==> src/rtl/sdiv_pkg.sv <==
package sdiv_pkg;
    typedef enum logic [1:0] {
        ST_SHIFT = 2'd0,
        ST_CHECK = 2'd1,
        ST_ARMED = 2'd2
    } ld_state_e;
endpackage

==> src/rtl/sdiv_sync_edge.sv <==
module sdiv_sync_edge #(
    parameter int STAGES = 2
) (
    input  logic clk,
    input  logic rst,
    input  logic d_async,
    output logic level,
    output logic rise
);
    logic [STAGES:0] pipe;

    always_ff @(posedge clk) begin
        if (rst) pipe <= '0;
        else     pipe <= {pipe[STAGES-1:0], d_async};
    end

    assign level = pipe[STAGES-1];
    assign rise  = pipe[STAGES-1] & ~pipe[STAGES];
endmodule

==> src/rtl/sdiv_ratio_ctrl.sv <==
module sdiv_ratio_ctrl
    import sdiv_pkg::*;
#(
    parameter int WIDTH       = 14,
    parameter int MIN_RATIO   = 5,
    parameter int RESET_RATIO = 5
) (
    input  logic             clk,
    input  logic             rst,
    input  logic             bit_stb,
    input  logic             bit_val,
    input  logic             en_lvl,
    input  logic             en_rise,
    output logic [WIDTH-1:0] ratio,
    output logic             err
);
    localparam logic [WIDTH-1:0] MIN_V = WIDTH'(MIN_RATIO);
    localparam logic [WIDTH-1:0] RST_V = WIDTH'(RESET_RATIO);

    ld_state_e        state, nxt;
    logic [WIDTH-1:0] shadow;

    always_ff @(posedge clk) begin
        if (rst) state <= ST_SHIFT;
        else     state <= nxt;
    end

    always_comb begin
        nxt = state;
        unique case (state)
            ST_SHIFT: if (en_rise) nxt = ST_CHECK;
            ST_CHECK: nxt = ST_ARMED;
            ST_ARMED: if (!en_lvl) nxt = ST_SHIFT;
            default:  nxt = ST_SHIFT;
        endcase
    end

    always_ff @(posedge clk) begin
        if (rst) begin
            shadow <= '0;
            ratio  <= RST_V;
            err    <= 1'b0;
        end else begin
            err <= 1'b0;
            unique case (state)
                ST_SHIFT: if (bit_stb && !en_lvl) shadow <= {shadow[WIDTH-2:0], bit_val};
                ST_CHECK: begin
                    if (shadow < MIN_V) err   <= 1'b1;
                    else                ratio <= shadow;
                end
                ST_ARMED: ;
                default:  ;
            endcase
        end
    end

    p_ratio_floor_r5: assert property (@(posedge clk) disable iff (rst)
        ratio >= MIN_V);
    p_err_single_r5: assert property (@(posedge clk) disable iff (rst)
        err |=> !err);
    p_ratio_only_on_check_r4: assert property (@(posedge clk) disable iff (rst)
        (state != ST_CHECK) |=> $stable(ratio));
    p_armed_freeze_r8: assert property (@(posedge clk) disable iff (rst)
        (state == ST_ARMED) |=> $stable(shadow));
endmodule

==> src/rtl/sdiv_counter.sv <==
module sdiv_counter #(
    parameter int WIDTH = 14
) (
    input  logic             clk,
    input  logic             rst,
    input  logic             tick,
    input  logic [WIDTH-1:0] ratio,
    output logic             pulse
);
    logic [WIDTH-1:0] cnt;

    always_ff @(posedge clk) begin
        if (rst) begin
            cnt   <= '0;
            pulse <= 1'b0;
        end else begin
            pulse <= 1'b0;
            if (tick) begin
                if (cnt == '0) begin
                    pulse <= 1'b1;
                    cnt   <= ratio - 1'b1;
                end else begin
                    cnt <= cnt - 1'b1;
                end
            end
        end
    end

    p_pulse_after_tick_r2: assert property (@(posedge clk) disable iff (rst)
        pulse |-> $past(tick));
    p_pulse_single_r2: assert property (@(posedge clk) disable iff (rst)
        pulse |=> !pulse);
    p_idle_hold_r6: assert property (@(posedge clk) disable iff (rst)
        !tick |=> $stable(cnt));
endmodule

==> src/rtl/serial_ratio_divider.sv <==
module serial_ratio_divider #(
    parameter int WIDTH       = 14,
    parameter int MIN_RATIO   = 5,
    parameter int RESET_RATIO = 5,
    parameter int SYNC_STAGES = 2
) (
    input  logic clk,
    input  logic rst,
    input  logic ser_clk,
    input  logic ser_data,
    input  logic ser_en,
    input  logic fin_tick,
    output logic div_pulse,
    output logic ratio_err
);
    logic sclk_lvl, sclk_rise;
    logic sdat_lvl, sdat_rise;
    logic sen_lvl, sen_rise;
    logic [WIDTH-1:0] ratio_w;

    sdiv_sync_edge #(.STAGES(SYNC_STAGES)) u_sync_clk (
        .clk(clk), .rst(rst), .d_async(ser_clk), .level(sclk_lvl), .rise(sclk_rise));
    sdiv_sync_edge #(.STAGES(SYNC_STAGES)) u_sync_dat (
        .clk(clk), .rst(rst), .d_async(ser_data), .level(sdat_lvl), .rise(sdat_rise));
    sdiv_sync_edge #(.STAGES(SYNC_STAGES)) u_sync_en (
        .clk(clk), .rst(rst), .d_async(ser_en), .level(sen_lvl), .rise(sen_rise));

    sdiv_ratio_ctrl #(
        .WIDTH(WIDTH), .MIN_RATIO(MIN_RATIO), .RESET_RATIO(RESET_RATIO)
    ) u_ctrl (
        .clk(clk), .rst(rst), .bit_stb(sclk_rise), .bit_val(sdat_lvl),
        .en_lvl(sen_lvl), .en_rise(sen_rise), .ratio(ratio_w), .err(ratio_err));

    sdiv_counter #(.WIDTH(WIDTH)) u_cnt (
        .clk(clk), .rst(rst), .tick(fin_tick), .ratio(ratio_w), .pulse(div_pulse));

    logic unused_ok;
    assign unused_ok = sclk_lvl ^ sdat_rise;

    p_outputs_quiet_r1: assert property (@(posedge clk)
        $past(rst) |-> (!div_pulse && !ratio_err));
endmodule

==> config.mk <==
export PLATFORM = sky130hd
export DESIGN_NAME = serial_ratio_divider
export DESIGN_NICKNAME = d
export VERILOG_FILES = /design/src/rtl/sdiv_pkg.sv /design/src/rtl/sdiv_sync_edge.sv /design/src/rtl/sdiv_ratio_ctrl.sv /design/src/rtl/sdiv_counter.sv /design/src/rtl/serial_ratio_divider.sv
export SDC_FILE = /design/constraint.sdc
export NUM_CORES = 1
export LEC_CHECK = 0
export ABC_AREA = 1
export BUFFER_PORTS_ARGS = -buffer_cell sky130_fd_sc_hd__buf_2
export CAP_MARGIN = 20
export CORE_ASPECT_RATIO = 0.75
export CORE_MARGIN = 2
export CORE_UTILIZATION = 43
export DETAILED_ROUTE_END_ITERATION = 8
export PLACE_DENSITY = 0.62
export SYNTH_ARGS = -nofsm -noshare
export SYNTH_HDL_FRONTEND = slang
export SYNTH_HIERARCHICAL = 1
export SYNTH_SLANG_ARGS = --single-unit
==> constraint.sdc <==
create_clock -name clk -period 2.5 [get_ports clk]
set_input_delay 0 -clock clk [delete_from_list [all_inputs] [get_ports clk]]
set_output_delay 0 -clock clk [all_outputs]
set_load 0.03 [all_outputs]
Yosys cells after proc, flatten, opt, wreduce, memory -nomap -nowiden
Cells that the tools add are included.
{"block": "word_totals", "ff_bits": 54, "latchBits": 0, "mem_bits_rw": 0, "rom_bits": 0, "output_inout_bits": 2, "memories": 0}
{"block": "classes", "addsub": 2, "mul": 0, "div": 0, "order_cmp": 1, "eq_ne": 4, "shifts": 0, "mux": 6, "n_bitwise": 7, "reduce_logical": 9}
{"op": "$sub A14 B1 Y14 const B", "count": 2}
{"op": "$logic_not A14 Y1", "count": 1}
{"op": "$lt A14 B3 Y1 const B", "count": 1}
{"op": "$mux W14", "count": 1}
{"op": "$pmux W2 S3", "count": 1}
{"op": "$reduce_and A2 Y1", "count": 3}
{"op": "$not A1 Y1", "count": 5}
{"op": "$mux W2", "count": 2}
{"op": "$ne A2 B2 Y1 const B", "count": 2}
{"op": "$reduce_or A2 Y1", "count": 2}
{"op": "$and A1 B1 Y1", "count": 2}
{"op": "$eq A2 B1 Y1 const B", "count": 1}
{"op": "$eq A2 B2 Y1 const B", "count": 1}
{"op": "$logic_not A2 Y1", "count": 1}
{"op": "$mux W1", "count": 2}
{"op": "$logic_and A1 B1 Y1", "count": 1}
{"op": "$logic_not A1 Y1", "count": 1}

Logic depth before layout (Yosys ltp)
Gate-level depths: netlist (run 1).
{"block": "depth", "ltp_word": 4, "depth_mapped": 15, "ltp_nobuf": 15}

Hierarchy
The synthesis (run 1) kept the hierarchy.
{"module": "sdiv_ratio_ctrl", "instances": 1, "cells_per_inst": 163, "area_per_inst_um2": 1278.7}
{"module": "sdiv_counter", "instances": 1, "cells_per_inst": 192, "area_per_inst_um2": 1134.8}
{"module": "sdiv_sync_edge", "instances": 3, "cells_per_inst": 10, "area_per_inst_um2": 86.3}

Worst setup path after synthesis (run 1)
OpenSTA, ideal clock, no wires.
{"block": "synth_path", "path_type": "register to register", "from": "reg u_cnt.cnt[8]", "to": "reg u_cnt.cnt[12]", "setup_time_ns": 0.117, "arrival_ns": 1.748, "required_time_ns": 2.383, "setup_slack_ns": 0.635, "path_stages_with_launch": 15, "period_less_slack_ns": 1.865, "path_cell_list": "dfxtp_1 > nor2_1 > nand2_1 > nor2_4 > buf_6 > nand3b_1 > nand2_2 > ha_1 > nand3_1 > inv_1 > nand2_1 > nor2_1 > a21oi_1 > nor2_1 > nor2_1"}
{"block": "synth_via", "elab_chain_cells": 2, "word_cells_on_any_way": 3, "classes_between": "add/sub: 1; mux: 1; reduce/logical: 1"}
{"element": "from (decl)", "line_no": "sdiv_counter.sv:10", "rtl": "logic [WIDTH-1:0] cnt;"}
{"element": "from (signal assigned)", "line_no": "sdiv_counter.sv:21", "rtl": "cnt <= ratio - 1'b1;"}
{"element": "from (signal assigned)", "line_no": "sdiv_counter.sv:23", "rtl": "cnt <= cnt - 1'b1;"}
{"element": "$sub A14 B1 Y14 / $logic_not A14 Y1 (equally long branches)", "line_no": "sdiv_counter.sv:23, sdiv_counter.sv:19"}
{"element": "$mux W14 *", "line_no": "sdiv_counter.sv:19", "rtl": "if (cnt == '0) begin"}
Mark *: on every way between the ends. The rest lies on a longest branch, timed or not.
A chain may end at the register's enable or synchronous reset.

Worst setup path after layout (run 1)
{"block": "layout_path", "from": "reg u_cnt.cnt[0]", "to": "reg u_cnt.cnt[12]"}
Same word-level chain as after synthesis.

==> results.toml, run 1 <==
[outcome]
outcome = "completed"

[route]
avgViaCountPerCell = 4.89
drt_first_pass_iters = 4
maxUsedRoutingLayer = "met4"
met3WireLength_um = 339
route.final.wire_length_um = 5420
antenna_violating_nets_post_route = 0
detail_route.wl_per_cell_um = 11.5
drc_errors = 0
initialDrtViolationCount = 144
met1Wirelength_um = 2800
met2_wl_post_dr_um = 2190
num_vias = 2303

[floorplan]
rows = 24
fp.coreArea_mm2 = 0.00589
start_util_pct = 44.9
dieArea_mm2 = 0.00679
pin_count = 8
floorplan.die.height_um = 71.9
die-width_um = 94.5

[cts]
cts_buffers = 5
clockRootBuffer = "sky130_fd_sc_hd__clkbuf_8"
clock_tree_from_tritoncts = "built"
clk-insertion-delay-late_ps = 310
clk_pin_slew_ps = 110
cts_max_level = 2
numClockSinks = 54
max-clock-path-buffers = 2

[global_route]
grt_pass1_wl_um = 9360
gr-total-overflow = 0
via_count_of_the_first_global_routing_pass = 1986
grt_use_total_pct = 17.5
maximum_number_of_pins_on_one_net_before_global_route_repair = 30
grt_antenna_before_repair = 0

[pwr]
peak_vdd_ir_v = 0.000257
static-leakage-power_uw = 0.00129
design_power_total_uw = 1960
power_per_cell_area_mw_per_mm2 = 686

[timing]
finalSetupTns_ps = 0
timing.clock.skew_ps = 13.2
rsz_0062_raised_after_global_routing = "no"
slew_headroom_pct = 50.0
final-setup-viol-count = 0
final_period_minus_worst_setup_slack_ps = 2250
fmax_mhz = 445
timing_worst_slew_pin_value_ps = 749
finalMaxSlewViolations = 0
layout_worst_path_cycle_share_pct = 89.9
hold_viol_final = 0

[cells_and_area]
insertedDiodeCount = 0
post_layout_nonfiller_instances = 471
multi_input_area_mm2 = 0.00126
design.final.nets = 399
ff_latch_area_mm2 = 0.00108
final_layout_size_suffix_gt1_share_pct = 12.0
layout-area-overhead-vs-synth_pct = 8.10
fill_cells = 619

[logic_synthesis]
synthesis.instances = 381
synth_warnings = 6
cell_area_synth_mm2 = 0.00264
mappedNetlistNets = 388
synth_area_per_cell_um2 = 6.93

[placed_design]
number_of_instances_in_the_placed_design = 453
place.port_buffers = 7
detail_placement_hpwl_um = 3820
finalWeightedCongestion = 0.880

[setup_path]
critPathArrivalTime_ps = 2460
crit-reg2reg-launch = "u_cnt/cnt[0]"
worstSetupStartpoint = "u_cnt/cnt[0]"
crit_path_max_fanout = 9
timing_worst_setup_path_type = "flop to flop"
r2r-end = "u_cnt/cnt[12]"
ff2ff_setup_slack_ps = 250
worstPathRequired_ps = 2710
ff2ff_path_depth = 15
timing.critical_path.to_type = "flop"
critPathLaunchType = "flop"

[min_path]
number_of_cells_traversed_by_the_worst_hold_path = 2
hp-class = "primary input to flop"
hold-path-endpoint = "u_sync_en/pipe[0]"
hp-start = "rst"

[job]
drv.max_cap_violation_count = 0
[worst max-delay path: stages, from the launching register on]
cell,delay (ps)
sky130_fd_sc_hd__dfxtp_1,330
sky130_fd_sc_hd__nor2_1,170
sky130_fd_sc_hd__nand2_1,120
sky130_fd_sc_hd__nor2_4,230
sky130_fd_sc_hd__nand2_2,170
sky130_fd_sc_hd__nand2_1,130
sky130_fd_sc_hd__nand2_1,110
sky130_fd_sc_hd__ha_1,220
sky130_fd_sc_hd__nand3_1,150
sky130_fd_sc_hd__inv_1,80
sky130_fd_sc_hd__nand2_1,100
sky130_fd_sc_hd__nor2_1,70
sky130_fd_sc_hd__nand3_1,70
sky130_fd_sc_hd__nand2_1,50
sky130_fd_sc_hd__nor2_1,110
sky130_fd_sc_hd__nor2_1,40
[power breakdown]
part / leakage, uW / internal (uW) / total [uW] / switching [uW]
clock: 0.0000489 / 203 / 506 / 302
sequential: 0.000442 / 910 / 940 / 29.6
combinational: 0.000796 / 177 / 512 / 335
[cell usage in the layout, fill, tap and decap left out]
master	instances
sky130_fd_sc_hd__nand3b_1	4
sky130_fd_sc_hd__clkinv_2	1
sky130_fd_sc_hd__or2_2	1
sky130_fd_sc_hd__nand3_1	32
sky130_fd_sc_hd__dfxtp_1	54
sky130_fd_sc_hd__nand2_1	65
sky130_fd_sc_hd__a31o_2	1
sky130_fd_sc_hd__xor2_1	1
sky130_fd_sc_hd__nor2_1	66
sky130_fd_sc_hd__o21ai_1	4
sky130_fd_sc_hd__a21oi_1	33
sky130_fd_sc_hd__nand3_4	1
sky130_fd_sc_hd__inv_2	2
sky130_fd_sc_hd__a31oi_1	4
sky130_fd_sc_hd__dlygate4sd3_1	3
sky130_fd_sc_hd__nand2_4	1
sky130_fd_sc_hd__nor2_4	5
sky130_fd_sc_hd__nor2_2	3
sky130_fd_sc_hd__clkbuf_8	5
sky130_fd_sc_hd__inv_6	2
sky130_fd_sc_hd__buf_2	7
sky130_fd_sc_hd__ha_1	1
sky130_fd_sc_hd__o21bai_1	1
sky130_fd_sc_hd__nand3_2	7
sky130_fd_sc_hd__a211oi_1	1
sky130_fd_sc_hd__buf_4	7
sky130_fd_sc_hd__inv_1	54
sky130_fd_sc_hd__o21ai_0	23
sky130_fd_sc_hd__nand2_2	4
[layer usage]
layer | up-vias | global-route usage, %
met1 | 1021 | 26.6
li1 | 1225 | -
met4 | 0 | 6.44
met5 | - | 0
met2 | 48 | 24.1
met3 | 9 | 3.58
[worst max-delay path by stage]
stage                    end  slack, ps  cells past startpoint
2_1_floorplan  u_cnt/cnt[12]        640                     14
3_3_place_gp    u_cnt/cnt[8]        320                     13
3_5_place_dp   u_cnt/cnt[12]        270                     15
4_1_cts        u_cnt/cnt[12]        250                     15
5_1_grt        u_cnt/cnt[12]         40                     15
6_report       u_cnt/cnt[12]        250                     15
[sequential cells by signal (all words and copies together) (netlist names)]
name	flops
u_cnt/pulse	1
u_sync_en/pipe	3
u_sync_clk/pipe	3
u_ctrl/ratio	14
u_sync_dat/pipe	2
u_ctrl/shadow	14
u_ctrl/state	2
u_ctrl/err	1
u_cnt/cnt	14
[stage by stage]
| step | utilization (%) | worst slack (ps) | instance area [um^2] | hold WS (ps) |
|---|---|---|---|---|
| global placement | 45.6 | 323 | 2680 | 206 |
| finish | 48.5 | 253 | 2860 | 58.7 |
| CTS | 47.6 | 248 | 2800 | 59.4 |
| global route | 48.5 | 42.9 | 2860 | 65.9 |
| detailed placement | 45.6 | 270 | 2680 | 212 |
| floorplan | - | 635 | 2640 | 71.2 |
[final cells by class]
type / count / area share (%)
clock inverter: 3 / 0.789
clock buffer: 5 / 2.41
inverter: 56 / 7.36
sequential: 54 / 37.9
tap: 78 / 3.42
multi-input combinational: 258 / 44.0
timing repair buffer: 17 / 4.12
[what timing repair did]
item,4_1_cts,5_1_grt
hold endpoints to repair,3,0
setup endpoints to repair,0,1
hold buffers,3,0
resized for setup,0,0
setup buffers,0,7
Note: power is estimated with default switching activity, not from simulation.
==> inputs of run 2 (changes only) <==
- clock period: 2.5 -> 2.8 ns (I/O delays scaled with it)
==> run 2 against run 1 <==
Net effect: wire length down 2.1%; die area unchanged; worst hold slack better by 7.7 ps; core utilization down 0.47 points; clock power up 6.1%; worst setup slack better by 310 ps; maximum frequency up 0.43%; register-to-register slack better by 310 ps; critical endpoint unchanged.
==> results.toml, run 2 (same netlist as run 1, synthesis figures left out) <==
[outcome]
outcome = "completed"

[setup_path]
timing.critical_path.to_type = "flop"
worstPathCellList = "nor2_1 -> nand2_1 -> nor2_4 -> nand2_2 -> nand2_1 -> nand2_1 -> ha_1 -> nand3_1 -> inv_1 -> nand2_1 -> nor2_1 -> nand3_1 -> nand2_1 -> nor2_1 -> nor2_1"
ff2ff_path_depth = 15
worstPathRequired_ps = 3010
cpMostUsedCell = "sky130_fd_sc_hd__nand2_1"
ff2ff_setup_slack_ps = 560
cpMaxStageDelayCell = "sky130_fd_sc_hd__dfxtp_1"
critical_path.max_stage_delay_ps = 330
critPathLaunchType = "flop"
r2r-end = "u_cnt/cnt[12]"
critPathArrivalTime_ps = 2450
crit_path_max_fanout = 14
timing_worst_setup_path_type = "flop to flop"
crit-reg2reg-launch = "u_cnt/cnt[0]"

[cts]
numClockSinks = 54
clockRootBuffer = "sky130_fd_sc_hd__clkbuf_8"
cts_max_level = 2
post-cts-setup-buffers = 0
clk-insertion-delay-late_ps = 310
clock_tree_from_tritoncts = "built"
cts_buffers = 5
clk_pin_slew_ps = 110
max-clock-path-buffers = 2

[global_route]
grt_use_total_pct = 17.2
maximum_number_of_pins_on_one_net_before_global_route_repair = 30
grt_pass1_wl_um = 9220
via_count_of_the_first_global_routing_pass = 1978
grt_antenna_before_repair = 0
gr-total-overflow = 0

[pwr]
power_per_cell_area_mw_per_mm2 = 637
static-leakage-power_uw = 0.00126
peak_vdd_ir_v = 0.000235

[timing]
layout_worst_path_cycle_share_pct = 79.9
finalMaxSlewViolations = 0
final-setup-viol-count = 0
timing_worst_slew_pin_value_ps = 765
final.hold.worst_slack_ps = 66.4
timing.clock.skew_ps = 16.7
hold_viol_final = 0
post-route-worst-setup-slack_ps = 563
rsz_0062_raised_after_global_routing = "no"
slew_headroom_pct = 49.0
finalSetupTns_ps = 0
final_period_minus_worst_setup_slack_ps = 2240
fmax_mhz = 447

[cells_and_area]
insertedDiodeCount = 0
commonest_non_fill_non_tap_cells_in_the_layout = "66 x sky130_fd_sc_hd__nor2_1, 65 x sky130_fd_sc_hd__nand2_1, 54 x sky130_fd_sc_hd__inv_1, 54 x sky130_fd_sc_hd__dfxtp_1, 33 x sky130_fd_sc_hd__a21oi_1"
fill_cells = 616
design.final.nets = 392
utilization_of_the_core_after_routing_pct = 48.0
largestRegisters = "u_cnt/cnt x14, u_ctrl/ratio x14, u_ctrl/shadow x14"
post_layout_nonfiller_instances = 464
final_layout_size_suffix_gt1_share_pct = 10.4
leading_cell_type_in_the_layout_fill_and_taps_excluded = "sky130_fd_sc_hd__nor2_1"
layout-area-overhead-vs-synth_pct = 7.06

[route]
drc_errors = 0
route.final.wire_length_um = 5300
initialDrtViolationCount = 172
detail_route.wl_per_cell_um = 11.4
avgViaCountPerCell = 4.89
drt_first_pass_iters = 4
num_vias = 2267
antenna_violating_nets_post_route = 0

[floorplan]
rows = 24
dieArea_mm2 = 0.00679
start_util_pct = 44.9
pin_count = 8
die-width_um = 94.5
fp.coreArea_mm2 = 0.00589
floorplan.die.height_um = 71.9

[min_path]
number_of_cells_traversed_by_the_worst_hold_path = 2
hold-path-endpoint = "u_sync_dat/pipe[0]"
hp-class = "primary input to flop"
hp-start = "rst"

[placed_design]
finalWeightedCongestion = 0.880
place.port_buffers = 7
number_of_instances_in_the_placed_design = 453
detail_placement_hpwl_um = 3860
post-place-ws_ps = 564

[job]
drv.max_cap_violation_count = 0
run 2: metal layers:
metal	up-vias	track usage (%)	routed length (um)
met5	-	0	0
met4	0	4.19	33
met3	5	4.10	206
met2	32	24.7	2140
met1	1020	26.0	2920
li1	1210	-	-
run 2: worst max path at each step:
stage               slack (ps)  cells past startpoint       endpoint          from
floorplan                  940                     14  u_cnt/cnt[12]  u_cnt/cnt[8]
detailed placement         560                     15  u_cnt/cnt[12]  u_cnt/cnt[0]
global placement           620                     13   u_cnt/cnt[8]  u_cnt/cnt[0]
global route               240                     14  u_cnt/cnt[12]  u_cnt/cnt[7]
finish                     560                     15  u_cnt/cnt[12]  u_cnt/cnt[0]
CTS                        560                     15  u_cnt/cnt[12]  u_cnt/cnt[0]
run 2: repair_timing:
action / CTS / global route
hold buffers: 3 / 0
resized for setup: 0 / 0
endpoints found under the hold margin: 3 / 0
run 2: critical path: cells and delay by family (launching register included):
kind | cells | cell delay (ps)
simple gates | 13 | 1520
flops | 1 | 330
fa+ha+maj | 1 | 220
buf+inv | 1 | 80
run 2: report_power, final:
part	switching (uW)	internal, uW	leakage, uW
sequential	26.7	813	0.000442
clock	266	271	0.0000587
combinational	292	132	0.000760
total	584	1220	0.00126
run 2: area by class of cell:
type | count | area, um^2 | share of cell area, %
clock inverter | 3 | 47.5 | 1.68
clock buffer | 5 | 68.8 | 2.43
tap | 78 | 97.6 | 3.45
sequential | 54 | 1080 | 38.2
timing repair buffer | 10 | 65.1 | 2.30
multi-input combinational | 258 | 1260 | 44.5
inverter | 56 | 210 | 7.43
run 2: metrics by stage:
stage               area [um^2]  power [uW]
CTS                        2830        1810
global placement           2680        1270
global route               2830        1920
floorplan                  2640        1220
finish                     2830        1800
detailed placement         2680        1270
==> inputs of run 3 (changes only) <==
- PLACE_DENSITY: 0.62 -> 0.64
- clock period: 2.8 -> 1.8 ns (I/O delays scaled with it)
==> run 3 against run 2 <==
Net effect: the flow now finishes with violations (setup timing); core utilization rose by 5.9 points; clock power is 34% higher; cell count up 7.5%; clock skew down 5.1 ps.
==> results.toml, run 3 (same netlist as run 1, synthesis figures left out) <==
[timing]
timing.clock.skew_ps = 11.6
final_period_minus_worst_setup_slack_ps = 1900
rsz_0062_raised_after_global_routing = "yes"
hold_viol_final = 0
layout_worst_path_cycle_share_pct = 106
slew_headroom_pct = 46.5
finalSetupTns_ps = -265
finalMaxSlewViolations = 0
final.hold.worst_slack_ps = 92.0
timing_worst_slew_pin_value_ps = 802
post-route-worst-setup-slack_ps = -103
final-setup-viol-count = 7
fmax_mhz = 526

[placed_design]
place.port_buffers = 7
finalWeightedCongestion = 0.904
dpl_cell_area_mm2 = 0.00292
detail_placement_hpwl_um = 4160

[global_route]
maximum_number_of_pins_on_one_net_before_global_route_repair = 30
grt_pass1_wl_um = 10100
grt_use_total_pct = 18.9
gr-total-overflow = 0
via_count_of_the_first_global_routing_pass = 2228
grt_antenna_before_repair = 0

[setup_path]
critPathArrivalTime_ps = 2140
ff2ff_setup_slack_ps = -100
ff2ff_path_depth = 11
worstPathRequired_ps = 2040
crit_path_max_fanout = 4
r2r-end = "u_cnt/cnt[2]"
critPathLaunchType = "flop"
timing_worst_setup_path_type = "flop to flop"
crit-reg2reg-launch = "u_cnt/cnt[8]"
timing.critical_path.to_type = "flop"

[cts]
clk_pin_slew_ps = 110
cts_buffers = 5
clock_tree_from_tritoncts = "built"
clk-insertion-delay-late_ps = 310
numClockSinks = 54
cts_max_level = 2
max-clock-path-buffers = 2
clockRootBuffer = "sky130_fd_sc_hd__clkbuf_8"

[floorplan]
die-width_um = 94.5
rows = 24
fp.coreArea_mm2 = 0.00589
floorplan.die.height_um = 71.9
pin_count = 8
dieArea_mm2 = 0.00679
start_util_pct = 44.9

[route]
avgViaCountPerCell = 4.97
initialDrtViolationCount = 158
route.final.wire_length_um = 6030
drc_errors = 0
drt_first_pass_iters = 5
detail_route.wl_per_cell_um = 12.1
antenna_violating_nets_post_route = 0
num_vias = 2479

[cells_and_area]
commonest_non_fill_non_tap_cells_in_the_layout = "62 x sky130_fd_sc_hd__nor2_1, 61 x sky130_fd_sc_hd__nand2_1, 53 x sky130_fd_sc_hd__inv_1, 50 x sky130_fd_sc_hd__dfxtp_1, 33 x sky130_fd_sc_hd__a21oi_1"
leading_cell_type_in_the_layout_fill_and_taps_excluded = "sky130_fd_sc_hd__nor2_1"
layout-area-overhead-vs-synth_pct = 20.2
final_layout_size_suffix_gt1_share_pct = 21.9
insertedDiodeCount = 0
utilization_of_the_core_after_routing_pct = 54.0
largestRegisters = "u_cnt/cnt x14, u_ctrl/ratio x14, u_ctrl/shadow x14"
final_area_mm2 = 0.00318
design.final.nets = 427

[outcome]
outcome = "finished with violations"
failed_checks = "setup timing"

[job]
drv.max_cap_violation_count = 0

[pwr]
power_per_cell_area_mw_per_mm2 = 944
static-leakage-power_uw = 0.00144
peak_vdd_ir_v = 0.000376
design_power_total_uw = 3000

[min_path]
hold-path-endpoint = "u_sync_clk/pipe[0]"
number_of_cells_traversed_by_the_worst_hold_path = 3
hp-class = "primary input to flop"
hp-start = "rst"
run 3: cell count changes in the layout (fill, tap and decap cells not counted), moves of 2 or more:
cell	change
sky130_fd_sc_hd__buf_4	+32
sky130_fd_sc_hd__dfxtp_1	-4
sky130_fd_sc_hd__dfxtp_2	+4
sky130_fd_sc_hd__nand2_1	-4
sky130_fd_sc_hd__nor2_1	-4
sky130_fd_sc_hd__nor2_4	+4
sky130_fd_sc_hd__buf_6	+3
sky130_fd_sc_hd__nand2_2	+2
sky130_fd_sc_hd__nand2_4	+2
run 3: cell type report:
cell class,count,area [um^2]
Clock buffer,5,68.8
Clock inverter,3,25.0
Fill cell,581,2710
Inverter,56,213
Multi-Input combinational cell,258,1350
Sequential cell,54,1090
Tap cell,78,97.6
Timing Repair Buffer,45,339
run 3: report_power, final:
part	switching, uW	internal [uW]	total [uW]
Sequential	40.2	1270	1310
Clock	438	282	721
Combinational	568	404	972
Total	1050	1950	3000
run 3: repair_timing:
action	in CTS	in global routing
hold buffers	3	0
endpoints found under the setup margin	8	12
hold endpoints to repair	3	0
pin swaps	8	7
resized for setup	17	10
buffers inserted	3	3
run 3: worst max path at each step:
| stage | to | slack (ps) | cells past startpoint | startpoint |
|---|---|---|---|---|
| CTS | u_cnt/cnt[8] | -1 | 14 | u_cnt/cnt[8] |
| finish | u_cnt/cnt[2] | -100 | 11 | u_cnt/cnt[8] |
| floorplan | u_cnt/cnt[8] | 7 | 14 | u_cnt/cnt[0] |
| global placement | u_cnt/cnt[12] | -90 | 13 | u_cnt/cnt[13] |
| detailed placement | u_cnt/cnt[8] | -140 | 13 | u_cnt/cnt[13] |
| global route | u_cnt/cnt[9] | -210 | 14 | u_cnt/cnt[8] |
run 3: worst max-delay path, stage by stage (launching register included):
cell	delay, ps
sky130_fd_sc_hd__dfxtp_2	340
sky130_fd_sc_hd__nor2_1	90
sky130_fd_sc_hd__nand2_1	110
sky130_fd_sc_hd__nor2_4	170
sky130_fd_sc_hd__nand2_2	100
sky130_fd_sc_hd__nand2_2	110
sky130_fd_sc_hd__nand2_4	70
sky130_fd_sc_hd__ha_4	170
sky130_fd_sc_hd__buf_4	120
sky130_fd_sc_hd__buf_4	130
sky130_fd_sc_hd__or2_4	240
sky130_fd_sc_hd__a31oi_2	180
run 3: per-layer routing:
metal / GRT usage, % / up-vias / routed length, um
met5: 0 / - / 0
met4: 4.35 / 0 / 44
met3: 5.26 / 8 / 301
met2: 27.5 / 53 / 2540
met1: 27.7 / 1138 / 3140
li1: - / 1280 / -
run 3: stage by stage:
step                      worst slack [ps]  std cells
after floorplan                       6.68        381
after global placement               -91.7        482
after detailed placement              -139        482
after CTS                            -1.24        496
after global routing                  -209        499
final                                 -103        499
